### config.mk
export PLATFORM = sky130hd
export DESIGN_NAME = pwm_fault_override
export DESIGN_NICKNAME = d
export VERILOG_FILES = /design/src/rtl/pfo_pkg.sv /design/src/rtl/pfo_sync.sv /design/src/rtl/pfo_engage.sv /design/src/rtl/pfo_regs.sv /design/src/rtl/pfo_outmux.sv /design/src/rtl/pwm_fault_override.sv
export SDC_FILE = /design/constraint.sdc
export NUM_CORES = 1
export LEC_CHECK = 0
export CORE_MARGIN = 1
export CORE_UTILIZATION = 55
export DETAILED_ROUTE_END_ITERATION = 8
export DONT_BUFFER_PORTS = 1
export PLACE_DENSITY_LB_ADDON = 0.1
export SYNTH_ARGS = -nofsm -noshare
export SYNTH_HDL_FRONTEND = slang
export SYNTH_SLANG_ARGS = --single-unit
### constraint.sdc
create_clock -name clk -period 1.1 [get_ports clk]
set_input_delay 0.055 -clock clk [delete_from_list [all_inputs] [get_ports clk]]
set_output_delay 0.055 -clock clk [all_outputs]
set_load 0.01 [all_outputs]
### src/rtl/pfo_pkg.sv
package pfo_pkg;
    localparam int N_PAIRS  = 4;
    localparam int REG_W    = 16;
    localparam int OVR_LSB  = 8;
    localparam int MODE_BIT = 7;
    localparam int ADDR_W   = 2;
    localparam int N_SRC    = 2;

    localparam logic [ADDR_W-1:0] ADDR_PRI  = 2'd0;
    localparam logic [ADDR_W-1:0] ADDR_SEC  = 2'd1;
    localparam logic [ADDR_W-1:0] ADDR_STAT = 2'd2;

    typedef struct packed {
        logic [N_PAIRS-1:0] ovr_hi;
        logic [N_PAIRS-1:0] ovr_lo;
        logic               cbc;
        logic [N_PAIRS-1:0] en;
    } fault_cfg_t;

    function automatic logic [REG_W-1:0] impl_mask();
        logic [REG_W-1:0] m;
        m = '0;
        for (int i = 0; i < REG_W; i++) begin
            if (i >= OVR_LSB || i == MODE_BIT || i < N_PAIRS) m[i] = 1'b1;
        end
        return m;
    endfunction

    localparam logic [REG_W-1:0] IMPL_MASK = impl_mask();

    function automatic fault_cfg_t decode_cfg(input logic [REG_W-1:0] r);
        fault_cfg_t c;
        for (int p = 0; p < N_PAIRS; p++) begin
            c.ovr_hi[p] = r[OVR_LSB + 2*p + 1];
            c.ovr_lo[p] = r[OVR_LSB + 2*p];
        end
        c.cbc = r[MODE_BIT];
        c.en  = r[N_PAIRS-1:0];
        return c;
    endfunction
endpackage

### src/rtl/pfo_sync.sv
module pfo_sync #(
    parameter int STAGES = 2
) (
    input  logic clk,
    input  logic rst_n,
    input  logic fault_n,
    output logic active
);
    typedef struct packed {
        logic [STAGES-1:0] chain;
    } sync_t;

    sync_t st_d, st_q;

    always_comb begin
        st_d = st_q;
        st_d.chain = {st_q.chain[STAGES-2:0], ~fault_n};
    end

    always_ff @(posedge clk or negedge rst_n) begin
        if (!rst_n) st_q <= '0;
        else        st_q <= st_d;
    end

    assign active = st_q.chain[STAGES-1];
endmodule

### src/rtl/pfo_engage.sv
module pfo_engage (
    input  logic clk,
    input  logic rst_n,
    input  logic active,
    input  logic cbc,
    input  logic period_start,
    input  logic clr,
    output logic engaged
);
    typedef struct packed {
        logic engaged;
    } eng_t;

    eng_t st_d, st_q;
    logic release_ev;

    always_comb begin
        release_ev = cbc ? period_start : clr;
        st_d = st_q;
        st_d.engaged = active | (st_q.engaged & ~release_ev);
    end

    always_ff @(posedge clk or negedge rst_n) begin
        if (!rst_n) st_q <= '0;
        else        st_q <= st_d;
    end

    assign engaged = st_q.engaged;
endmodule

### src/rtl/pfo_regs.sv
module pfo_regs
    import pfo_pkg::*;
(
    input  logic                    clk,
    input  logic                    rst_n,
    input  logic                    reg_wr,
    input  logic [ADDR_W-1:0]       reg_addr,
    input  logic [REG_W-1:0]        reg_wdata,
    output logic [REG_W-1:0]        reg_rdata,
    input  logic [N_SRC-1:0]        engaged,
    output fault_cfg_t              cfg_pri,
    output fault_cfg_t              cfg_sec,
    output logic [N_SRC-1:0]        clr
);
    typedef struct packed {
        logic [REG_W-1:0] pri;
        logic [REG_W-1:0] sec;
    } regs_t;

    regs_t st_d, st_q;

    always_comb begin
        st_d = st_q;
        clr  = '0;
        if (reg_wr) begin
            case (reg_addr)
                ADDR_PRI:  st_d.pri = reg_wdata & IMPL_MASK;
                ADDR_SEC:  st_d.sec = reg_wdata & IMPL_MASK;
                ADDR_STAT: clr      = reg_wdata[N_SRC-1:0];
                default:   ;
            endcase
        end
    end

    always_comb begin
        case (reg_addr)
            ADDR_PRI:  reg_rdata = st_q.pri;
            ADDR_SEC:  reg_rdata = st_q.sec;
            ADDR_STAT: reg_rdata = {{(REG_W-N_SRC){1'b0}}, engaged};
            default:   reg_rdata = '0;
        endcase
    end

    always_ff @(posedge clk or negedge rst_n) begin
        if (!rst_n) st_q <= '0;
        else        st_q <= st_d;
    end

    assign cfg_pri = decode_cfg(st_q.pri);
    assign cfg_sec = decode_cfg(st_q.sec);
endmodule

### src/rtl/pfo_outmux.sv
module pfo_outmux
    import pfo_pkg::*;
(
    input  fault_cfg_t          cfg_pri,
    input  fault_cfg_t          cfg_sec,
    input  logic [N_SRC-1:0]    engaged,
    input  logic [N_PAIRS-1:0]  pwm_hi,
    input  logic [N_PAIRS-1:0]  pwm_lo,
    input  logic [N_PAIRS-1:0]  pol_hi,
    input  logic [N_PAIRS-1:0]  pol_lo,
    output logic [N_PAIRS-1:0]  pin_hi,
    output logic [N_PAIRS-1:0]  pin_lo
);
    for (genvar p = 0; p < N_PAIRS; p++) begin : g_pair
        logic sel_pri, sel_sec, lvl_hi, lvl_lo;
        always_comb begin
            sel_pri = engaged[0] & cfg_pri.en[p];
            sel_sec = engaged[1] & cfg_sec.en[p];
            if (sel_pri) begin
                lvl_hi = cfg_pri.ovr_hi[p];
                lvl_lo = cfg_pri.ovr_lo[p];
            end else if (sel_sec) begin
                lvl_hi = cfg_sec.ovr_hi[p];
                lvl_lo = cfg_sec.ovr_lo[p];
            end else begin
                lvl_hi = pwm_hi[p];
                lvl_lo = pwm_lo[p];
            end
        end
        assign pin_hi[p] = lvl_hi ^ pol_hi[p];
        assign pin_lo[p] = lvl_lo ^ pol_lo[p];
    end
endmodule

### src/rtl/pwm_fault_override.sv
module pwm_fault_override
    import pfo_pkg::*;
#(
    parameter int SYNC_STAGES = 2
) (
    input  logic                clk,
    input  logic                rst_n,
    input  logic                reg_wr,
    input  logic [1:0]          reg_addr,
    input  logic [15:0]         reg_wdata,
    output logic [15:0]         reg_rdata,
    input  logic                fault_pri_n,
    input  logic                fault_sec_n,
    input  logic                period_start,
    input  logic [3:0]          pwm_hi,
    input  logic [3:0]          pwm_lo,
    input  logic [3:0]          pol_hi,
    input  logic [3:0]          pol_lo,
    output logic [3:0]          pin_hi,
    output logic [3:0]          pin_lo
);
    fault_cfg_t         cfg_pri, cfg_sec;
    logic [N_SRC-1:0]   fault_n_vec, fault_act, engaged, clr, cbc_vec;

    assign fault_n_vec = {fault_sec_n, fault_pri_n};
    assign cbc_vec     = {cfg_sec.cbc, cfg_pri.cbc};

    pfo_regs u_regs (
        .clk       (clk),
        .rst_n     (rst_n),
        .reg_wr    (reg_wr),
        .reg_addr  (reg_addr),
        .reg_wdata (reg_wdata),
        .reg_rdata (reg_rdata),
        .engaged   (engaged),
        .cfg_pri   (cfg_pri),
        .cfg_sec   (cfg_sec),
        .clr       (clr)
    );

    for (genvar s = 0; s < N_SRC; s++) begin : g_src
        pfo_sync #(.STAGES(SYNC_STAGES)) u_sync (
            .clk     (clk),
            .rst_n   (rst_n),
            .fault_n (fault_n_vec[s]),
            .active  (fault_act[s])
        );
        pfo_engage u_eng (
            .clk          (clk),
            .rst_n        (rst_n),
            .active       (fault_act[s]),
            .cbc          (cbc_vec[s]),
            .period_start (period_start),
            .clr          (clr[s]),
            .engaged      (engaged[s])
        );
    end

    pfo_outmux u_mux (
        .cfg_pri (cfg_pri),
        .cfg_sec (cfg_sec),
        .engaged (engaged),
        .pwm_hi  (pwm_hi),
        .pwm_lo  (pwm_lo),
        .pol_hi  (pol_hi),
        .pol_lo  (pol_lo),
        .pin_hi  (pin_hi),
        .pin_lo  (pin_lo)
    );
endmodule

Yosys cells after proc, flatten, opt, wreduce, memory -nomap -nowiden. Cells that the tools add are included.

Flip-flop bits (word level): 32. Bits in latches: 0. Bits in writable memories: 0. Bits in read-only memories: 0. Input port bits: 40. Output and inout bits: 24. Logic and storage cells: 56. Memories kept: 0.

Add/sub/neg operators: 0. Multipliers: 0. Divide/modulo/power cells: 0. Magnitude comparators: 0. Eq/ne operators: 2. Shift-type cells: 0. Muxes and demuxes: 21. Bitwise gates (word level): 24. Reductions and logical operators: 3.

Operators by type and width (count): 16-bit one-hot mux with 3 select lines (1); 1-bit 2-to-1 mux (18); 1-bit AND (10); 1-bit XOR (8); 2-bit 2-to-1 mux (2); 1-bit inverter (4); 2-bit AND reduction (2); 2-bit by 1-bit equality test with 1-bit output (second input constant) (1); 2-bit equality test (second input constant) (1); 2-bit zero test (1); 1-bit bitwise OR (2).

Logic depth before layout (Yosys ltp).
Word-level depth: 7. Gate-level depth with buffers: 4. Gate-level depth less buffers: 3.

Hierarchy. From an unflattened synthesis, not the netlist that was laid out.

Cells, all modules: 152. Area, all modules: 1863.0 um^2.

By module, submodules not included: pfo_regs (instances 1, cells an instance 94, area each 1278.7 um^2, sequential area each 650.6 um^2); pfo_outmux (instances 1, cells an instance 46, area each 391.6 um^2, sequential area each 0.0 um^2); pfo_sync (instances 2, cells an instance 3, area each 53.8 um^2, sequential area each 50.0 um^2); pfo_engage (instances 2, cells an instance 3, area each 42.5 um^2, sequential area each 25.0 um^2).

Worst setup path after synthesis. OpenSTA, ideal clock, no wires.

Path kind: register to output. From: register g_src[1].u_eng.st_q. To: output pin_hi[0]. Data arrival time: 1039 ps. Data required time: 1045 ps. Setup slack: 6 ps. Stages on the path, launching flop included: 4. Buffers on the path: 0. Cell sequence: dfrtp_1 > and3_1 > o31ai_1 > xnor2_1.

Cells in the longest elaborated chain, start to end: 4.

RTL lines: from (decl) (RTL line pfo_engage.sv:14) `eng_t st_d, st_q;`; from (signal assigned) (RTL line pfo_engage.sv:25) `else st_q <= st_d;`; 1-bit AND (RTL line pfo_outmux.sv:18) `sel_sec = engaged[1] & cfg_sec.en[p];`; 1-bit 2-to-1 mux (RTL line pfo_outmux.sv:22) `end else if (sel_sec) begin`; 1-bit 2-to-1 mux (RTL line pfo_outmux.sv:19) `if (sel_pri) begin`; 1-bit XOR (RTL line pfo_outmux.sv:30) `assign pin_hi[p] = lvl_hi ^ pol_hi[p];`; to (decl) (RTL line pwm_fault_override.sv:19) `output logic [3:0] pin_hi,`.

Every way passes these cells.

Worst setup path in the final report.
From: register g_src[1].u_eng.st_q. To: output pin_lo[2].

Cells in the longest elaborated chain, start to end: 4.

RTL lines: 1-bit AND (RTL line pfo_outmux.sv:18); 1-bit 2-to-1 mux (RTL line pfo_outmux.sv:22); 1-bit 2-to-1 mux (RTL line pfo_outmux.sv:19); 1-bit XOR (RTL line pfo_outmux.sv:31) `assign pin_lo[p] = lvl_lo ^ pol_lo[p];`; to (decl) (RTL line pwm_fault_override.sv:20) `output logic [3:0] pin_lo`.

Every way passes these cells.

==> flow_summary.yaml <==
status:
  result_of_the_run: "complete, but fails checks"
  violations: "setup timing"
logic_synthesis:
  syn-cell-area_sq_um: 1800
  synth-edff-count: 0
  synth.distinct_cells: 24
  avgSynthCellArea_sq_um: 11.8
  ys_seq_area_share_pct: 44.5
  netlist_top_cells_area: "sky130_fd_sc_hd__dfrtp_1 (44%), sky130_fd_sc_hd__mux2_2 (15%), sky130_fd_sc_hd__mux2i_1 (7.2%), sky130_fd_sc_hd__nand3b_1 (4.2%), sky130_fd_sc_hd__xnor2_1 (3.9%)"
  dominant_cell_by_count_in_the_synthesized_netlist: "sky130_fd_sc_hd__dfrtp_1"
  synthesized_instance_count: 152
  synth_top_cells_by_count: "sky130_fd_sc_hd__dfrtp_1 (32), sky130_fd_sc_hd__mux2_2 (24), sky130_fd_sc_hd__mux2i_1 (13)"
  ys_warn_count: 0
  async_reset_ff_share_pct: 100
  synth-main-ff-cell: "sky130_fd_sc_hd__dfrtp_1"
  synth_seq_cells: 32
  cell_type_with_the_highest_aggregate_area_in_the_netlist: "sky130_fd_sc_hd__dfrtp_1"
  netlist.area_leader.share_pct: 44.5
sta:
  slew_violations: 0
  clock.fmax_mhz: 643
  final.period_utilization_pct: 141
  clock_skews_ns: 0.00244
  setup_viol_count_final: 13
  fin_crit_ns: 1.56
  final-hold-violation-count: 0
  finalWorstSetupSlack_ns: -0.455
  rsz0062_at_grt: "true"
route:
  count_of_routing_violations_after_the_opening_detailed_route_iteration: 51
  route.vias.total: 1302
  drc: 0
  drt-total-wl_mm: 4.30
  drt_antenna_net_count: 0
  viasPerCell: 5.64
  dr.pass1.iters: 4
  wl_per_cell_microns: 18.6
pwr:
  power.total_w: 0.00375
  cellPowerDensity_nw_per_um2: 1520
  vdd_ir_drop_max_mv: 1.20
  power.leakage_nw: 1.04
final_layout:
  diodes: 0
  area_growth_pct: 36.9
  nNetsFinal: 226
  final_layout_size_suffix_gt1_share_pct: 55.1
  final_util_pct: 80.1
setup_path:
  crit_path_cell_chain: "buf_6 -> and3_4 -> o31ai_4 -> xnor2_2"
  worst-endpoint-arrival_ns: 1.50
  critical-path-slowest-cell: "sky130_fd_sc_hd__dfrtp_2"
  timing.critical_path.required_ns: 1.04
  worstRegToRegCells: 2
  worst_setup_path_end_kind: "output port"
  cp_slowest_stage_delay_ns: 0.44
  critical_path_start_type: "flip-flop"
  r2r_setup_slack_ns: 0.13
  path_class: "reg2out"
  worstPathBufferInverterCount: 1
  critical_path_peak_fanout: 4
  crit-reg2reg-launch: "u_regs.cfg_sec[1]"
  cp.depth: 4
  worst_setup_path_startpoint: "g_src[1].u_eng.engaged"
  timing.critical_path.max_delay_family: "flip-flops"
placed_design:
  routabilityCongestion: 0.751
  dp_hpwl_mm: 2.55
  port_buffers: 0
floorplan:
  floorplan.rows: 20
  die_w_microns: 59.2
  core_sq_um: 3080
  design.die.area_sq_um: 3510
  floorplan.initialDensity_pct: 58.5
  floorplan.io_pins: 64
  die-height_microns: 59.2
hold_path:
  hold_class: "in2reg"
  hold_path_cell_cnt: 2
  hp-start: "reg_wr"
clock_tree:
  clk_pin_slew_worst_paths_ns: 0.10
  tritoncts_clock_tree: "done"
  cts-buffers-inserted: 5
  number_of_levels_in_the_clock_h_tree: 2
  clock-root-buffer: "sky130_fd_sc_hd__clkbuf_4"
  cts.sink_count: 32
  worst_skew_pair.late_latency_ns: 0.33
  cts_buffer_depth: 2
grt:
  grtUsageTotal_pct: 27.5
  grt_max_degree: 33
  grt.overflow.total: 0
  antenna_found_initial: 0
  first_global_vias: 1411
  wire_length_of_the_first_global_routing_pass_mm: 6.90
run:
  max_cap_viol_count: 0
## flip-flops by register name, summed over array words and instances (netlist names)
register             count
g_src.u_sync.st_q        4
u_regs.cfg_sec          13
g_src.u_eng.engaged      2
u_regs.cfg_pri          13
## cell type report
type	instances	area, sq um
clock buffers	6	51.3
clock inverters	2	10.0
fillers	188	613
inverters	2	7.51
multi-input cells	109	1180
flip-flops and latches	32	806
well taps	44	55.1
repair buffers	36	352
## metrics by stage
step / area (sq um) / setup WS (ns) / hold WS, ns / std cells / setup TNS (ns)
5_1_grt: 2460 / -0.514 / 0.124 / 231 / -4.92
4_1_cts: 2310 / -0.470 / 0.105 / 231 / -4.22
2_1_floorplan: 1810 / 0.00616 / -0.241 / 154 / 0
3_3_place_gp: 1890 / -0.211 / -0.240 / 202 / -1.67
3_5_place_dp: 1890 / -0.270 / -0.240 / 202 / -2.07
6_report: 2460 / -0.455 / 0.112 / 231 / -4.09
## routing by layer
layer	GRT usage (%)	part of all wire [%]	wire [microns]
met4	9.18	2.1	92
met5	0	0	0
met2	47.5	53	2260
met1	33.7	42	1810
met3	6.33	3.0	127
## timing repair
item / CTS / global route
resized for setup: 42 / 34
setup endpoints to repair: 13 / 20
hold buffers: 18 / 0
setup buffers: 4 / 2
hold endpoints to repair: 62 / 0
pin swaps: 19 / 16
## final timing paths
check,end
setup / recovery,pin_lo[2]
hold / removal,u_regs.cfg_sec[4]
setup reg to reg,u_regs.cfg_sec[1]
hold reg to reg,g_src[1].u_sync.st_q[1]
max in group asynchronous,u_regs.cfg_sec[3]
min in group asynchronous,u_regs.cfg_pri[6]
## logic make-up (layout without fill, tap and decap cells)
kind of cell | Yosys count | count (layout) | synth area share, %
other | 1 | 3 | 0.208
multiplexers | 39 | 39 | 23.5
buffers and inverters | 13 | 46 | 5.28
XOR/XNOR | 8 | 8 | 3.89
AO/OA/AOI/OAI | 20 | 20 | 8.62
AND/OR/NAND/NOR | 39 | 39 | 14.0
flip-flops | 32 | 32 | 44.5
## placed cells by master (no fill, tap or decap), drive strengths merged, types with 3 or more instances in the layout
cell         instances
mux2                26
nand3b              11
clkbuf               6
dfrtp               32
o31ai                8
dlygate4sd3         17
buf                 19
mux2i               13
nor2                11
and2                 4
xnor2                8
a21boi               8
and3                 8
conb                 3
## worst reg2reg max path: stages (launching register included)
cell,delay [ns]
sky130_fd_sc_hd__dfrtp_1,0.45
sky130_fd_sc_hd__buf_4,0.16
sky130_fd_sc_hd__mux2_2,0.25
## where the power goes
part           internal [W]  total [W]  switching (W)
clock network      0.000304   0.000705       0.000401
logic              0.000840    0.00148       0.000645
registers           0.00138    0.00156       0.000188
(Power assumes the default switching activity.)
